$ cat src/rtl/geo_emit_pkg.sv
package geo_emit_pkg;
  localparam int NUM_SLOTS = 3;
  localparam int SLOT_ID_W = 2;
  localparam int WIND_BIT = 22;
  localparam int PRIM_BIT = 23;
  localparam int SLOT_LO = 24;
  localparam int SLOT_HI = SLOT_LO + SLOT_ID_W - 1;

  typedef struct packed {
    logic [NUM_SLOTS-1:0] slotWe;
    logic loadTri;
    logic reverse;
  } emit_strobe_t;
endpackage

$ cat src/rtl/geo_emit_ctrl.sv
module geo_emit_ctrl
  import geo_emit_pkg::*;
(
  input  logic         clk,
  input  logic         rstN,
  input  logic         paramLoad,
  input  logic [31:0]  paramWord,
  input  logic         emitStb,
  input  logic         triReady,
  output emit_strobe_t stb,
  output logic         triValid,
  output logic         stall,
  output logic         errFlag
);
  logic [31:0] paramReg;
  logic [SLOT_ID_W-1:0] slotId;
  logic accept;
  logic legal;
  logic unusedParamBits;

  assign slotId = paramReg[SLOT_HI:SLOT_LO];
  assign unusedParamBits = ^{paramReg[31:SLOT_HI+1], paramReg[WIND_BIT-1:0]};
  assign stall = triValid & ~triReady;
  assign accept = emitStb & ~stall;
  assign legal = (slotId < SLOT_ID_W'(NUM_SLOTS));

  genvar i;
  generate
    for (i = 0; i < NUM_SLOTS; i++) begin : g_we
      assign stb.slotWe[i] = accept & legal & (slotId == SLOT_ID_W'(i));
    end
  endgenerate

  assign stb.loadTri = accept & legal & paramReg[PRIM_BIT];
  assign stb.reverse = paramReg[WIND_BIT];

  always_ff @(posedge clk) begin
    if (!rstN) begin
      paramReg <= '0;
      triValid <= 1'b0;
      errFlag  <= 1'b0;
    end else begin
      if (paramLoad) paramReg <= paramWord;
      if (stb.loadTri) triValid <= 1'b1;
      else if (triReady) triValid <= 1'b0;
      errFlag <= accept & ~legal;
    end
  end

  AST_SLOT_ONEHOT: assert property (@(posedge clk) disable iff (!rstN)
    $onehot0(stb.slotWe));
  AST_NO_LOAD_IN_STALL: assert property (@(posedge clk) disable iff (!rstN)
    stall |-> (stb.slotWe == '0 && !stb.loadTri));
  AST_HOLD_VALID: assert property (@(posedge clk) disable iff (!rstN)
    (triValid && !triReady) |=> triValid);
  AST_ILLEGAL_NO_STORE: assert property (@(posedge clk) disable iff (!rstN)
    (emitStb && !stall && slotId == SLOT_ID_W'(NUM_SLOTS)) |-> (stb.slotWe == '0 && !stb.loadTri));
  AST_ERR_PULSE: assert property (@(posedge clk) disable iff (!rstN)
    (emitStb && !stall && slotId == SLOT_ID_W'(NUM_SLOTS)) |=> errFlag);
endmodule

$ cat src/rtl/geo_emit_dp.sv
module geo_emit_dp
  import geo_emit_pkg::*;
#(
  parameter int VTX_W = 32
) (
  input  logic             clk,
  input  logic             rstN,
  input  emit_strobe_t     stb,
  input  logic [VTX_W-1:0] outRegs,
  output logic [VTX_W-1:0] triVtxA,
  output logic [VTX_W-1:0] triVtxB,
  output logic [VTX_W-1:0] triVtxC
);
  logic [VTX_W-1:0] slotQ [NUM_SLOTS];
  logic [VTX_W-1:0] slotNext [NUM_SLOTS];

  genvar i;
  generate
    for (i = 0; i < NUM_SLOTS; i++) begin : g_slot
      assign slotNext[i] = stb.slotWe[i] ? outRegs : slotQ[i];
      always_ff @(posedge clk) begin
        if (!rstN) slotQ[i] <= '0;
        else slotQ[i] <= slotNext[i];
      end
    end
  endgenerate

  always_ff @(posedge clk) begin
    if (!rstN) begin
      triVtxA <= '0;
      triVtxB <= '0;
      triVtxC <= '0;
    end else if (stb.loadTri) begin
      triVtxA <= stb.reverse ? slotNext[NUM_SLOTS-1] : slotNext[0];
      triVtxB <= slotNext[1];
      triVtxC <= stb.reverse ? slotNext[0] : slotNext[NUM_SLOTS-1];
    end
  end

  AST_TRI_STABLE: assert property (@(posedge clk) disable iff (!rstN)
    !stb.loadTri |=> ($stable(triVtxA) && $stable(triVtxB) && $stable(triVtxC)));
endmodule

$ cat src/rtl/geo_emit_asm.sv
module geo_emit_asm
  import geo_emit_pkg::*;
#(
  parameter int VTX_W = 32
) (
  input  logic             clk,
  input  logic             rstN,
  input  logic             paramLoad,
  input  logic [31:0]      paramWord,
  input  logic             emitStb,
  input  logic [VTX_W-1:0] outRegs,
  input  logic             triReady,
  output logic             triValid,
  output logic [VTX_W-1:0] triVtxA,
  output logic [VTX_W-1:0] triVtxB,
  output logic [VTX_W-1:0] triVtxC,
  output logic             stall,
  output logic             errFlag
);
  emit_strobe_t stb;

  geo_emit_ctrl u_ctrl (
    .clk(clk), .rstN(rstN), .paramLoad(paramLoad), .paramWord(paramWord),
    .emitStb(emitStb), .triReady(triReady), .stb(stb),
    .triValid(triValid), .stall(stall), .errFlag(errFlag)
  );

  geo_emit_dp #(.VTX_W(VTX_W)) u_dp (
    .clk(clk), .rstN(rstN), .stb(stb), .outRegs(outRegs),
    .triVtxA(triVtxA), .triVtxB(triVtxB), .triVtxC(triVtxC)
  );
endmodule

$ cat config.mk
export PLATFORM = sky130hd
export DESIGN_NAME = geo_emit_asm
export DESIGN_NICKNAME = d
export VERILOG_FILES = /design/src/rtl/geo_emit_pkg.sv /design/src/rtl/geo_emit_ctrl.sv /design/src/rtl/geo_emit_dp.sv /design/src/rtl/geo_emit_asm.sv
export SDC_FILE = /design/constraint.sdc
export NUM_CORES = 1
export LEC_CHECK = 0
export BUFFER_PORTS_ARGS = -buffer_cell sky130_fd_sc_hd__buf_2
export CORE_ASPECT_RATIO = 1.5
export CORE_MARGIN = 5
export CORE_UTILIZATION = 50
export CTS_CLUSTER_SIZE = 30
export DETAILED_ROUTE_END_ITERATION = 7
export PLACE_DENSITY_LB_ADDON = 0.12
export SETUP_SLACK_MARGIN = 0.5
export SLEW_MARGIN = 20
export SYNTH_ARGS = -nofsm -noshare
export SYNTH_HDL_FRONTEND = slang
export SYNTH_SLANG_ARGS = --single-unit
$ cat constraint.sdc
create_clock -name clk -period 2.38 [get_ports clk]
set_input_delay 0.476 -clock clk [delete_from_list [all_inputs] [get_ports clk]]
set_output_delay 0.476 -clock clk [all_outputs]
set_load 0.03 [all_outputs]
## Yosys cells after proc, flatten, opt, wreduce, memory -nomap -nowiden

Memories as Yosys holds them, arrays and structs flattened.
Cells that the tools add are included.

- Bits in registers: 124
- Logic and storage cells: 38
- Bits in writable memories: 96
- Memories kept: 1

- Bitwise operators: 14
- Reductions and logical operators: 2
- Multiplexer cells: 12
- Magnitude comparators: 1
- Eq/ne operators: 2

Memory list:

| name | depth | width | rd ports | clocked after Yosys merged registers in | write ports | line | text |
|---|---|---|---|---|---|---|---|
| u_dp.slotQ | 3 | 32 | 3 | 0 | 3 | geo_emit_dp.sv:14 | `logic [VTX_W-1:0] slotQ [NUM_SLOTS];` |

Operators by type and width:

| operator | count |
|---|---|
| 32-bit two-way mux | 8 |
| 1-bit bitwise AND | 8 |
| 1-bit two-way mux | 4 |
| 1-bit NOT | 3 |
| 1-bit OR | 3 |
| 2-bit by 1-bit equality test with 1-bit output, second input constant | 1 |
| 2-bit equality test, second input constant | 1 |
| 2-bit zero test | 1 |
| 2-bit < comparator, second input constant | 1 |
| 2-bit nonzero test | 1 |

## Logic depth before layout (Yosys ltp)

Gate-level depths: netlist (run 1).

- Word-level depth: 8
- Depth in mapped cells: 8

## Hierarchy

A second synthesis (run 1) with hierarchy kept.

- Cell total of the unflattened synthesis: 668
- Area total of the unflattened synthesis: 7201.9 µm²

Modules (own cells, without submodules):

| module | cells an instance | area an instance (µm²) | instances |
|---|---|---|---|
| geo_emit_dp | 639 | 6920.4 | 1 |
| geo_emit_ctrl | 29 | 281.5 | 1 |

## Worst setup path before layout (run 1)

OpenSTA, ideal clock, no wires.

- Path type: input -> register
- Start: in triReady
- End: reg u_dp.triVtxC[29]
- Library setup time: 0.141 ns
- Arrival time: 1.730 ns
- Buffers on the path: 2
- Stages: 7
- Path slack: 0.509 ns
- Cell sequence: nand2b_1 buf_4 inv_2 clkbuf_1 nor4b_1 nor3b_1 o32ai_1

- Longest elaborated chain between the ends: 8

RTL lines:

| item | line | text |
|---|---|---|
| from (decl) | geo_emit_asm.sv:12 | `input logic triReady,` |
| 1-bit NOT * | geo_emit_ctrl.sv:23 | `assign stall = triValid & ~triReady;` |
| 1-bit bitwise AND * | geo_emit_ctrl.sv:23 |  |
| named net stall | geo_emit_asm.sv:17 | `output logic stall,` |
| 1-bit NOT * | geo_emit_ctrl.sv:24 | `assign accept = emitStb & ~stall;` |
| 1-bit bitwise AND * | geo_emit_ctrl.sv:24 |  |
| 1-bit bitwise AND * | geo_emit_ctrl.sv:30, geo_emit_ctrl.sv:34 |  |
| 1-bit bitwise AND | geo_emit_ctrl.sv:30 | `assign stb.slotWe[i] = accept & legal & (slotId == SLOT_ID_W'(i));` |
| 32-bit two-way mux | geo_emit_dp.sv:20 | `assign slotNext[i] = stb.slotWe[i] ? outRegs : slotQ[i];` |
| 32-bit two-way mux | geo_emit_dp.sv:36 | `triVtxC <= stb.reverse ? slotNext[0] : slotNext[NUM_SLOTS-1];` |
| to (signal assigned) | geo_emit_dp.sv:36 |  |
| to (decl) | geo_emit_dp.sv:12 | `output logic [VTX_W-1:0] triVtxC` |

Mark *: on every way through the listed nets, which the timed path passes. The rest lies on a longest branch.
A chain may end at the register's enable or synchronous reset.

## Worst setup path after layout (run 1)

- Start: reg u_ctrl.triValid
- End: out stall

- Longest elaborated chain between the ends: 1

RTL lines:

| item | line | text |
|---|---|---|
| from (decl) | geo_emit_ctrl.sv:11 | `output logic triValid,` |
| from (signal assigned) | geo_emit_ctrl.sv:40 | `triValid <= 1'b0;` |
| from (signal assigned) | geo_emit_ctrl.sv:44 | `if (stb.loadTri) triValid <= 1'b1;` |
| from (signal assigned) | geo_emit_ctrl.sv:45 | `else if (triReady) triValid <= 1'b0;` |
| 1-bit bitwise AND | geo_emit_ctrl.sv:23 |  |
| to (decl) | geo_emit_asm.sv:17 |  |

Every way passes these cells.

==> results of run 1 <==
[Yosys cell counts]
master and n:
and4_1 1, nor2b_1 1, dfxtp_1 198, nor2_1 70, a21oi_1 64, nor3_1 1, buf_6 1, a211oi_1 41
nand2b_1 3, clkbuf_1 63, and3_1 1, inv_1 102, nand3_1 1, mux2i_1 36, nand2_1 68, o32ai_1 57
o211a_1 62, or3_1 1, nor3b_1 57, nor3_2 1, nand4_1 32, nand4b_1 1, o31ai_1 31, a31oi_1 7
buf_2 23, inv_2 3, buf_4 1, nor4b_1 26, buf_1 12, o32ai_2 7
[power groups by stage]
stage / registers [W] / logic, W / clock network [W]
detailed placement: 0.00356 / 0.000946 / 0
CTS: 0.00348 / 0.000957 / 0.00299
global route: 0.00349 / 0.00105 / 0.00312
floorplan: 0.00364 / 0.000561 / 0
finish: 0.00348 / 0.000962 / 0.00292
global placement: 0.00355 / 0.000941 / 0
[area by class of cell]
class | count | area, sq um
clock buffers | 18 | 439
clock inverters | 14 | 163
multi-input cells | 569 | 4020
repair buffers | 174 | 1150
flip-flops and latches | 198 | 3970
inverters | 105 | 399
well taps | 213 | 267
fillers | 1597 | 6870
[metrics by stage]
stage,hold slack [ps],setup WS (ps),power (W)
final,281,594,0.00736
after global routing,284,491,0.00766
after CTS,267,506,0.00743
after detailed placement,444,220,0.00450
after global placement,441,248,0.00449
after floorplan,436,509,0.00420
[worst max path at each step]
stage                             endpoint  slack, ps  cells after the start
final                                stall        590                      4
after global routing      u_dp.triVtxA[10]        490                      6
after CTS                            stall        510                      4
after detailed placement  u_dp.triVtxA[16]        220                      6
after global placement    u_dp.triVtxA[28]        250                      6
after floorplan           u_dp.triVtxC[29]        510                      7
[cell usage in the layout, fill, tap and decap left out, types with 2 or more instances in the layout]
cell type and n:
mux2i_1 36, inv_6 4, inv_4 2, nor3b_1 57, o32ai_2 7, nor4b_2 5
buf_2 138, nor4b_1 21, dfxtp_1 195, clkinv_8 2, nor2_1 70, clkinv_4 4
dfxtp_2 2, buf_12 10, buf_4 21, a211oi_1 41, buf_6 3, nand4_1 32
o32ai_1 57, inv_8 2, o211a_1 62, inv_1 102, a31oi_1 7, o31ai_1 31
bufbuf_16 2, a21oi_1 64, clkbuf_16 17, nand2b_2 2, nand2_1 67
[metal layers]
metal / global-route usage / vias up
li1: - / 3710
met1: 0.281 / 3723
met2: 0.435 / 219
met3: 0.0418 / 33
met4: 0.0893 / 0
met5: 0 / -
[critical path: cells and delay by family, from the launching register on]
family	cells	cell delay (ps)
buffers and inverters	3	390
flip-flops	1	360
AND/OR/NAND/NOR	1	120
[logic make-up (layout without fill, tap and decap cells)]
logic type,count (synthesis),after routing,synth area share
AOI/OAI and AO/OA,269,269,0.245
DFF,198,198,0.455
buffers and inverters,205,311,0.0928
muxes,36,36,0.0413
and+or+nand+nor,264,264,0.166
[sequential cells by signal (all words and copies together), names as in the netlist]
name,cells
u_ctrl.errFlag,1
u_ctrl.paramReg,4
u_ctrl.triValid,1
u_dp.triVtxB,32
u_dp.triVtxA,32
u_dp.triVtxC,32
u_dp.slotQ,96
[timing repair]
item                                   in CTS  in global routing
gates cloned                                2                  0
resized for setup                           4                  9
setup buffers                               0                  3
endpoints found under the hold margin       0                  0
setup endpoints to repair                   6                 52
==> out/metrics.yaml, run 1 <==
critical_path:
  startpoint_type: "register"
  r2r_start: "u_ctrl.triValid"
  crit_fanout: 10
  rr_endpoint: "u_dp.triVtxC[0]"
  cpPeakStageDelay_ps: 360
  path_cells: "nand2b_4, inv_4, buf_12, buf_6"
  cp_data_required_time_ps: 1900
  rr_worst_depth: 6
  slowest_stage: "dfxtp_2"
  crit_type: "register to primary output"
  startpoint: "u_ctrl.triValid"
  reg2reg_slack_ps: 620
  critPathArrivalTime_ps: 1310
  cp-end-kind: "primary output"
drt:
  dr_wl_met2_microns: 12500
  ant_nets: 0
  top_layer_used: "met4"
  drt_first_pass_iters: 5
  via_per_inst: 5.95
  num_vias: 7685
  wl_per_cell_microns: 18.9
  route.detailed.drc: 0
  wl_met3_microns: 1330
  drt_wl_total_microns: 24400
  first_iter_violations: 470
  drt-met1-wl_microns: 10100
power:
  leakagePower_nw: 4.41
  ir_drop_mv: 0.478
  intPower_w: 0.00530
  switching_share: 0.280
  p_switching_w: 0.00206
  combPwrFrac: 0.131
  seq_power_share: 0.473
  power.density_nw_per_um2: 707
  clock_power_share: 0.397
grt:
  grt_max_degree: 67
  antenna_found_initial: 0
  grt_pass1_wl_microns: 39300
  grt_overflow: 0
  grt_pass1_vias: 7696
  grtUsageTotal: 0.239
timing:
  rsz0062_at_grt: "true"
  worstMarginPinSlew_ps: 452
  setup_violations: 0
  finalCritPeriodShare: 0.750
  maxSlewHeadroom: 0.696
  report.final.slew_viol_count: 0
  clock.fmax_ghz: 0.560
  fin_crit_ps: 1790
  finalClockSkew_ps: 7.37
  setup_tns_ps: 0
  hold_violations: 0
synthesis:
  synth_top_area_cell: "dfxtp_1"
  syn_avg_cell_area_sq_um: 8.97
  syn_inst: 972
  yosys_register_bits: 198
  syn-cell-area_sq_um: 8720
  yosysWarnings: 0
  synth_nets: 1041
  yosysTopAreaCellShare: 0.455
  ys_seq_area_frac: 0.455
  synth_cell_type_count: 30
  yosys-top-cells-area: "dfxtp_1 45%, o211a_1 7.1%, o32ai_1 5.7%"
floorplanning:
  dieArea_sq_um: 20200
  die_y_microns: 172
  core-area_sq_um: 17300
  row_count: 59
  pin_count: 168
  initial_utilization: 0.505
  die_x_microns: 118
clocking:
  cts_sinks: 198
  cts.clk_slew.worst_paths_ps: 70
  holdBufCountCts: 0
  cts-htree-levels: 4
  cts_tree: "built"
  cts_made_buffers: 17
  clkLatencyLatePin_ps: 430
  cts_root_buffer: "clkbuf_16"
  clockBufferDepth: 2
finish:
  final_area_sq_um: 10400
  drive_above_1_share: 0.217
  antenna_cells: 0
  layout.cells.non_filler: 1291
  area_growth_pct: 19.3
  final_util: 0.602
  nets: 1134
min_path:
  hold_start: "paramWord[25]"
  hold_depth: 3
  hold_path_end: "u_ctrl.paramReg[25]"
  worstHoldPathType: "input port to register"
place:
  gp_congestion: 0.805
  io_buffers: 139
  place_inst: 1254
  place_area_sq_um: 9660
  place_hpwl_microns: 15100
run:
  cap_violations: 0
outcome:
  status: "finished, final reports clean"
No activity file was read; power rests on OpenSTA's default activity.
==> inputs of run 2 (changes only) <==
ABC_AREA = 1   (was unset)
clock period = 1.5 ns   (was 2.38 ns; I/O delays follow)
==> run 2 against run 1 <==
Net effect:
- the run now ends with negative setup slack left
- combinational power grew to 2.8 times the previous value
- synthesized cell count is 31% higher
- core utilization is 12 points higher
- wire length is 10% higher
- critical path depth is 4 higher
- final area is 17% higher
- sequential power is 64% higher
- area after synthesis is 1.1% lower
- flip-flop and latch count stayed put
- cell count is 30% higher
- worst hold slack worse by 200 ps
- non-clock buffer count is 82 higher
==> out/metrics.yaml, run 2 <==
finish:
  largest_reg_flops: 96  # unchanged
  nets: 1531  # +35%
  area_growth_pct: 41.0
  top_register: "u_dp.slotQ"
  final_common_cell: "nor2_1"
  final_util: 0.722  # +0.120
  antenna_cells: 0  # unchanged
  drive_above_1_share: 0.298  # +0.0808
  most-common-layout-cells: "215 x nor2_1, 194 x dfxtp_1, 167 x nand3_1"
synthesis:
  syn_avg_cell_area_sq_um: 6.76  # -25%
  syn_inst: 1275  # +31%
  synth_most_common_cell: "nor2_1"
  yosys_register_bits: 198  # unchanged
  synthArstFlopShare: 0  # unchanged
  synth_cell_type_count: 16  # -47%
  synth_nets: 1344  # +29%
  yosys-top-cells-area: "dfxtp_1 46%, nor2_1 11%, nand3_1 11%"
  syn-cell-area_sq_um: 8620  # -1.1%
  synthTopCellsByCount: "261 x nor2_1, 198 x dfxtp_1, 196 x nand2_1, 194 x nand3_1, 165 x inv_1"
  yosysTopAreaCellShare: 0.460  # +0.00528
  ys_seq_area_frac: 0.460  # +0.00528
  yosysWarnings: 0  # unchanged
  synth_top_area_cell: "dfxtp_1"
  synth_edf_count: 0  # unchanged
  ys.flop_type: "dfxtp_1"
drt:
  route.detailed.drc: 0  # unchanged
  top_layer_used: "met4"
  via_per_inst: 5.38  # -9.6%
  num_vias: 9067  # +18%
  wl_per_cell_microns: 16.0  # -15%
  drt_first_pass_iters: 5  # unchanged
  first_iter_violations: 760  # +62%
  ant_nets: 0  # unchanged
  dr_wl_met2_microns: 12900  # +3.4%
  wl_met3_microns: 2090  # +57%
  drt_wl_total_microns: 27000  # +10%
  drt-met1-wl_microns: 11300  # +13%
critical_path:
  reg2reg_slack_ps: -80  # -700 ps
  critPathArrivalTime_ps: 1920  # +610 ps
  crit_fanout: 17  # +7
  startpoint_type: "register"
  rr_worst_depth: 8  # +2
  r2r_start: "u_ctrl.paramReg[24]"
  cp_data_required_time_ps: 1840  # -60 ps
  cp-end-kind: "register"
  crit_type: "register to register"
  rr_endpoint: "u_dp.triVtxA[18]"
timing:
  clock.fmax_ghz: 0.632
  worstMarginPinSlew_ps: 409  # -43.4 ps
  setup_ws_ps: -83.5  # -678 ps
  hold_violations: 0  # unchanged
  fin_crit_ps: 1580
  report.final.slew_viol_count: 0  # unchanged
  finalCritPeriodShare: 1.06
  whs_ps: 83.9  # -197 ps
  finalClockSkew_ps: 9.40  # +2.03 ps
  rsz0062_at_grt: "true"
  setup_violations: 5  # +5
  maxSlewHeadroom: 0.728  # +0.0315
clocking:
  cts-htree-levels: 4  # unchanged
  clkLatencyLatePin_ps: 440  # about the same
  clockBufferDepth: 2  # unchanged
  cts_made_buffers: 17  # unchanged
  cts.clk_slew.worst_paths_ps: 70  # about the same
  cts_tree: "built"
  cts_sinks: 198  # unchanged
  cts_root_buffer: "clkbuf_16"
grt:
  grt_max_degree: 72  # +7.5%
  grt_pass1_vias: 8079  # +5.0%
  grt_overflow: 0  # unchanged
  antenna_found_initial: 0  # unchanged
  grt_pass1_wl_microns: 39700  # +0.89%
  grtUsageTotal: 0.249  # +0.0102
floorplanning:
  die_y_microns: 171  # -0.54%
  pin_count: 168  # unchanged
  initial_utilization: 0.512  # +0.00719
  core-area_sq_um: 16800  # -2.5%
  row_count: 58  # -1.7%
  die_x_microns: 117  # -0.53%
  dieArea_sq_um: 20000  # -1.1%
power:
  leakagePower_nw: 5.92  # +34%
  ir_drop_mv: 0.821  # +72%
  power.density_nw_per_um2: 1060  # +50%
min_path:
  hold_start: "paramWord[23]"
  worstHoldPathType: "input port to register"
  hold_path_end: "u_ctrl.paramReg[23]"
  hold_depth: 3  # unchanged
place:
  gp_congestion: 0.781  # -2.9%
  io_buffers: 139  # unchanged
  place_hpwl_microns: 14700  # -2.5%
  pre_cts_slack_ps: -57.2  # -277 ps
outcome:
  status: "finished with violations"
  violations: "negative setup slack"
run:
  cap_violations: 0  # unchanged
-- run 2: per-stage QoR --
stage          total power, W  area (sq um)  std cells  setup TNS, ps
6_report               0.0129         12200       1684           -148
5_1_grt                0.0134         12200       1684          -3160
4_1_cts                0.0126         11300       1658              0
3_5_place_dp          0.00795         10100       1604           -874
3_3_place_gp          0.00791         10100       1604           -191
2_1_floorplan         0.00724          8740       1275              0
-- run 2: where the power goes --
part,internal [W],switching (W)
registers,0.00556,0.000144
clock network,0.00233,0.00214
logic,0.00105,0.00166
total,0.00894,0.00394
-- run 2: per-layer routing --
layer / GRT usage / up-vias
li1: - / 4429
met1: 0.340 / 4215
met2: 0.389 / 356
met3: 0.0538 / 67
met4: 0.0858 / 0
met5: 0 / -
-- run 2: final cells by class --
type | instances | area [sq um]
clock buffer | 17 | 425
clock inverter | 14 | 138
fill | 1354 | 4680
inverter | 167 | 636
multi-input combinational | 822 | 4260
sequential | 198 | 3980
tap | 210 | 263
timing repair buffer | 256 | 2460
-- run 2: worst max path at each step --
| stage | slack [ps] | from | to |
|---|---|---|---|
| final | -80 | u_ctrl.paramReg[24] | u_dp.triVtxA[18] |
| after global routing | -150 | u_ctrl.paramReg[24] | u_dp.triVtxA[18] |
| after CTS | 8 | u_ctrl.triValid | u_dp.triVtxB[25] |
| after detailed placement | -60 | triReady | u_dp.triVtxB[4] |
| after global placement | -40 | triReady | u_dp.triVtxC[18] |
| after floorplan | 280 | u_ctrl.triValid | u_dp.triVtxB[10] |
-- run 2: kinds of logic after synthesis --
| kind of cell | count (synthesis) | share of synthesized area |
|---|---|---|
| and+or+nand+nor | 719 | 0.362 |
| DFF | 198 | 0.460 |
| AOI/OAI and AO/OA | 103 | 0.0598 |
| buffers and inverters | 255 | 0.119 |
-- run 2: worst max-delay path: stages, from the launching register on --
cell and delay (ps):
dfxtp_4 380, nor2_4 190, buf_4 150, buf_12 150
nand4_1 180, nand3_1 160, nand3_1 140, nand2_1 80
inv_1 30
-- run 2: repair_timing --
item	CTS	global route
cloned	10	10
gates resized for setup	51	168
hold endpoints to repair	0	0
setup buffers	13	16
hold buffers	0	0
pin swaps	4	66
endpoints found under the setup margin	292	292
==> inputs of run 3 (changes only) <==
CTS_CLUSTER_SIZE = unset   (was 30)
GPL_TIMING_DRIVEN = 0   (was unset)
SETUP_SLACK_MARGIN = 0.3   (was 0.5)
==> run 3 against run 2 <==
Net effect:
- the flow finishes with violations (design-rule violations, negative setup slack)
- non-clock buffer count rose by 27
- fmax is 11% lower
- first-iteration DRC count is 41% higher
- power increased by 7.2%
- clock power is 12% higher
- cell count rose by 1.7%
- final area up 8.9%
- wire length up 34%
- register-to-register slack worse by 190 ps
- critical path depth is 1 higher
- flip-flop and latch count is the same
- clock skew rose by 1.8 ps
- critical path type unchanged
- largest cell class unchanged
==> out/metrics.yaml, run 3 (synthesized netlist as in run 2, its figures left out) <==
finish:
  nets: 1558  # +1.8%
  final_area_sq_um: 13200  # +8.9%
  top_register: "u_dp.slotQ"
  largest_reg_flops: 96  # unchanged
  drive_above_1_share: 0.356  # +0.0584
  antenna_cells: 0  # unchanged
  area_growth_pct: 53.6
  most-common-layout-cells: "195 x dfxtp_1, 185 x nor2_1, 160 x inv_1"
  final_common_cell: "dfxtp_1"
drt:
  drt_first_pass_iters: 8  # +3
  drt_wl_total_microns: 36000  # +34%
  route.detailed.drc: 21  # +21
  ant_nets: 0  # unchanged
  wl_per_cell_microns: 21.0  # +31%
  first_iter_violations: 1072  # +41%
  num_vias: 10000  # +11%
  via_per_inst: 5.86  # +8.9%
floorplanning:
  core-area_sq_um: 16800  # unchanged
  dieArea_sq_um: 20000  # unchanged
  die_x_microns: 117  # unchanged
  pin_count: 168  # unchanged
  row_count: 58  # unchanged
  die_y_microns: 171  # unchanged
  initial_utilization: 0.512  # unchanged
critical_path:
  cp_data_required_time_ps: 1850  # about the same
  cp-end-kind: "register"
  crit_fanout: 6  # -11
  startpoint_type: "register"
  critPathArrivalTime_ps: 2120  # +200 ps
  crit_type: "register to register"
grt:
  antenna_found_initial: 0  # unchanged
  grtUsageTotal: 0.290  # +0.0406
  grt_max_degree: 19  # -74%
  grt_pass1_vias: 8972  # +11%
  grt_pass1_wl_microns: 45300  # +14%
  grt_overflow: 0  # unchanged
timing:
  finalCritPeriodShare: 1.18  # +0.127
  setup_violations: 131  # +126
  hold_violations: 0  # unchanged
  report.final.slew_viol_count: 0  # unchanged
  maxSlewHeadroom: 0.337  # -0.391
  rsz0062_at_grt: "true"
  finalClockSkew_ps: 11.2  # +1.79 ps
  worstMarginPinSlew_ps: 995  # +586 ps
  clock.fmax_ghz: 0.564  # -11%
  fin_crit_ps: 1770  # +190 ps
  setup_ws_ps: -274  # -190 ps
power:
  finalPower_w: 0.0138  # +7.2%
  ir_drop_mv: 0.799  # -2.7%
  p_switching_w: 0.00442  # +12%
  leakagePower_nw: 6.13  # +3.5%
  clock_power_share: 0.364  # +0.017
  intPower_w: 0.00938  # +5.0%
  seq_power_share: 0.415  # -0.028
  switching_share: 0.320  # +0.0143
  power.density_nw_per_um2: 1040  # -1.6%
  combPwrFrac: 0.221  # +0.011
run:
  cap_violations: 0  # unchanged
clocking:
  clkLatencyLatePin_ps: 460  # +20 ps
  cts_tree: "built"
  cts-htree-levels: 4  # unchanged
  cts_made_buffers: 17  # unchanged
  cts.clk_slew.worst_paths_ps: 70  # about the same
  cts_sinks: 198  # unchanged
  holdBufCountCts: 0  # unchanged
  clockBufferDepth: 2  # unchanged
  cts_root_buffer: "clkbuf_16"
outcome:
  violations: "design-rule violations, negative setup slack"
  status: "finished with violations"
place:
  place_hpwl_microns: 18900  # +28%
  place_area_sq_um: 9700  # -3.8%
  pre_cts_slack_ps: -348  # -291 ps
  io_buffers: 139  # unchanged
  gp_congestion: 0.921  # +18%
min_path:
  worstHoldPathType: "input port to register"
run 3: changes by cell type in the layout (fill, tap and decap cells not counted), sizes merged:
cell,delta
buf,-27
bufbuf,+6
bufinv,+2
clkbuf,+49
clkinv,+2
inv,-4
run 3: worst max-delay path, stage by stage (launching register included):
cell and delay, ps:
dfxtp_4 380, nand2_1 150, nand2_1 120, nor2_4 180, buf_12 170, buf_12 140, bufbuf_16 270, nand3_1 90
nand2_1 110, inv_1 60
run 3: power by group through the flow:
stage / sequential [W] / clock [W] / combinational, W
2_1_floorplan: 0.00607 / 0 / 0.00117
3_3_place_gp: 0.00579 / 0 / 0.00201
3_5_place_dp: 0.00580 / 0 / 0.00203
4_1_cts: 0.00569 / 0.00493 / 0.00237
5_1_grt: 0.00575 / 0.00523 / 0.00323
6_report: 0.00573 / 0.00502 / 0.00305
run 3: cell type report:
cell class,count,area (sq um)
Tap cell,210,263
Clock buffer,18,439
Clock inverter,14,189
Multi-Input combinational cell,822,5060
Inverter,167,631
Fill cell,1113,3600
Buffer,88,871
Sequential cell,198,3980
Timing Repair Buffer,195,1810
run 3: worst paths after layout:
path | startpoint | endpoint | slack (ps) | cells after the start
worst min register to register | u_dp.slotQ[1][21] | u_dp.slotQ[1][21] | 500 | 2
worst min-delay path | paramWord[23] | u_ctrl.paramReg[23] | 80 | 3
worst max-delay path | u_ctrl.paramReg[24] | u_dp.triVtxA[28] | -270 | 9
worst max register to register | u_ctrl.paramReg[24] | u_dp.triVtxA[28] | -270 | 9
run 3: what timing repair did:
item,CTS,global route
resized for setup,183,319
pin swaps,7,80
setup buffers,13,14
cloned,12,17
setup endpoints to repair,292,294
run 3: stage by stage:
| step | hold slack, ps | TNS [ps] | std cells | utilization |
|---|---|---|---|---|
| after floorplan | 435 | 0 | 1275 | - |
| after global placement | 455 | -41960 | 1624 | 0.576 |
| after detailed placement | 467 | -42820 | 1624 | 0.576 |
| after CTS | 81.0 | -4770 | 1681 | 0.685 |
| after global routing | 114 | -20130 | 1712 | 0.786 |
| final | 77.5 | -16820 | 1712 | 0.786 |
run 3: layer usage:
layer  vias up  wire length, microns  global-route usage
met3       276                  3580              0.0602
met2       726                 16800               0.481
met4         0                  3340               0.169
met1      4545                 12300               0.340
li1       4490                     -                   -
met5         -                     0                   0
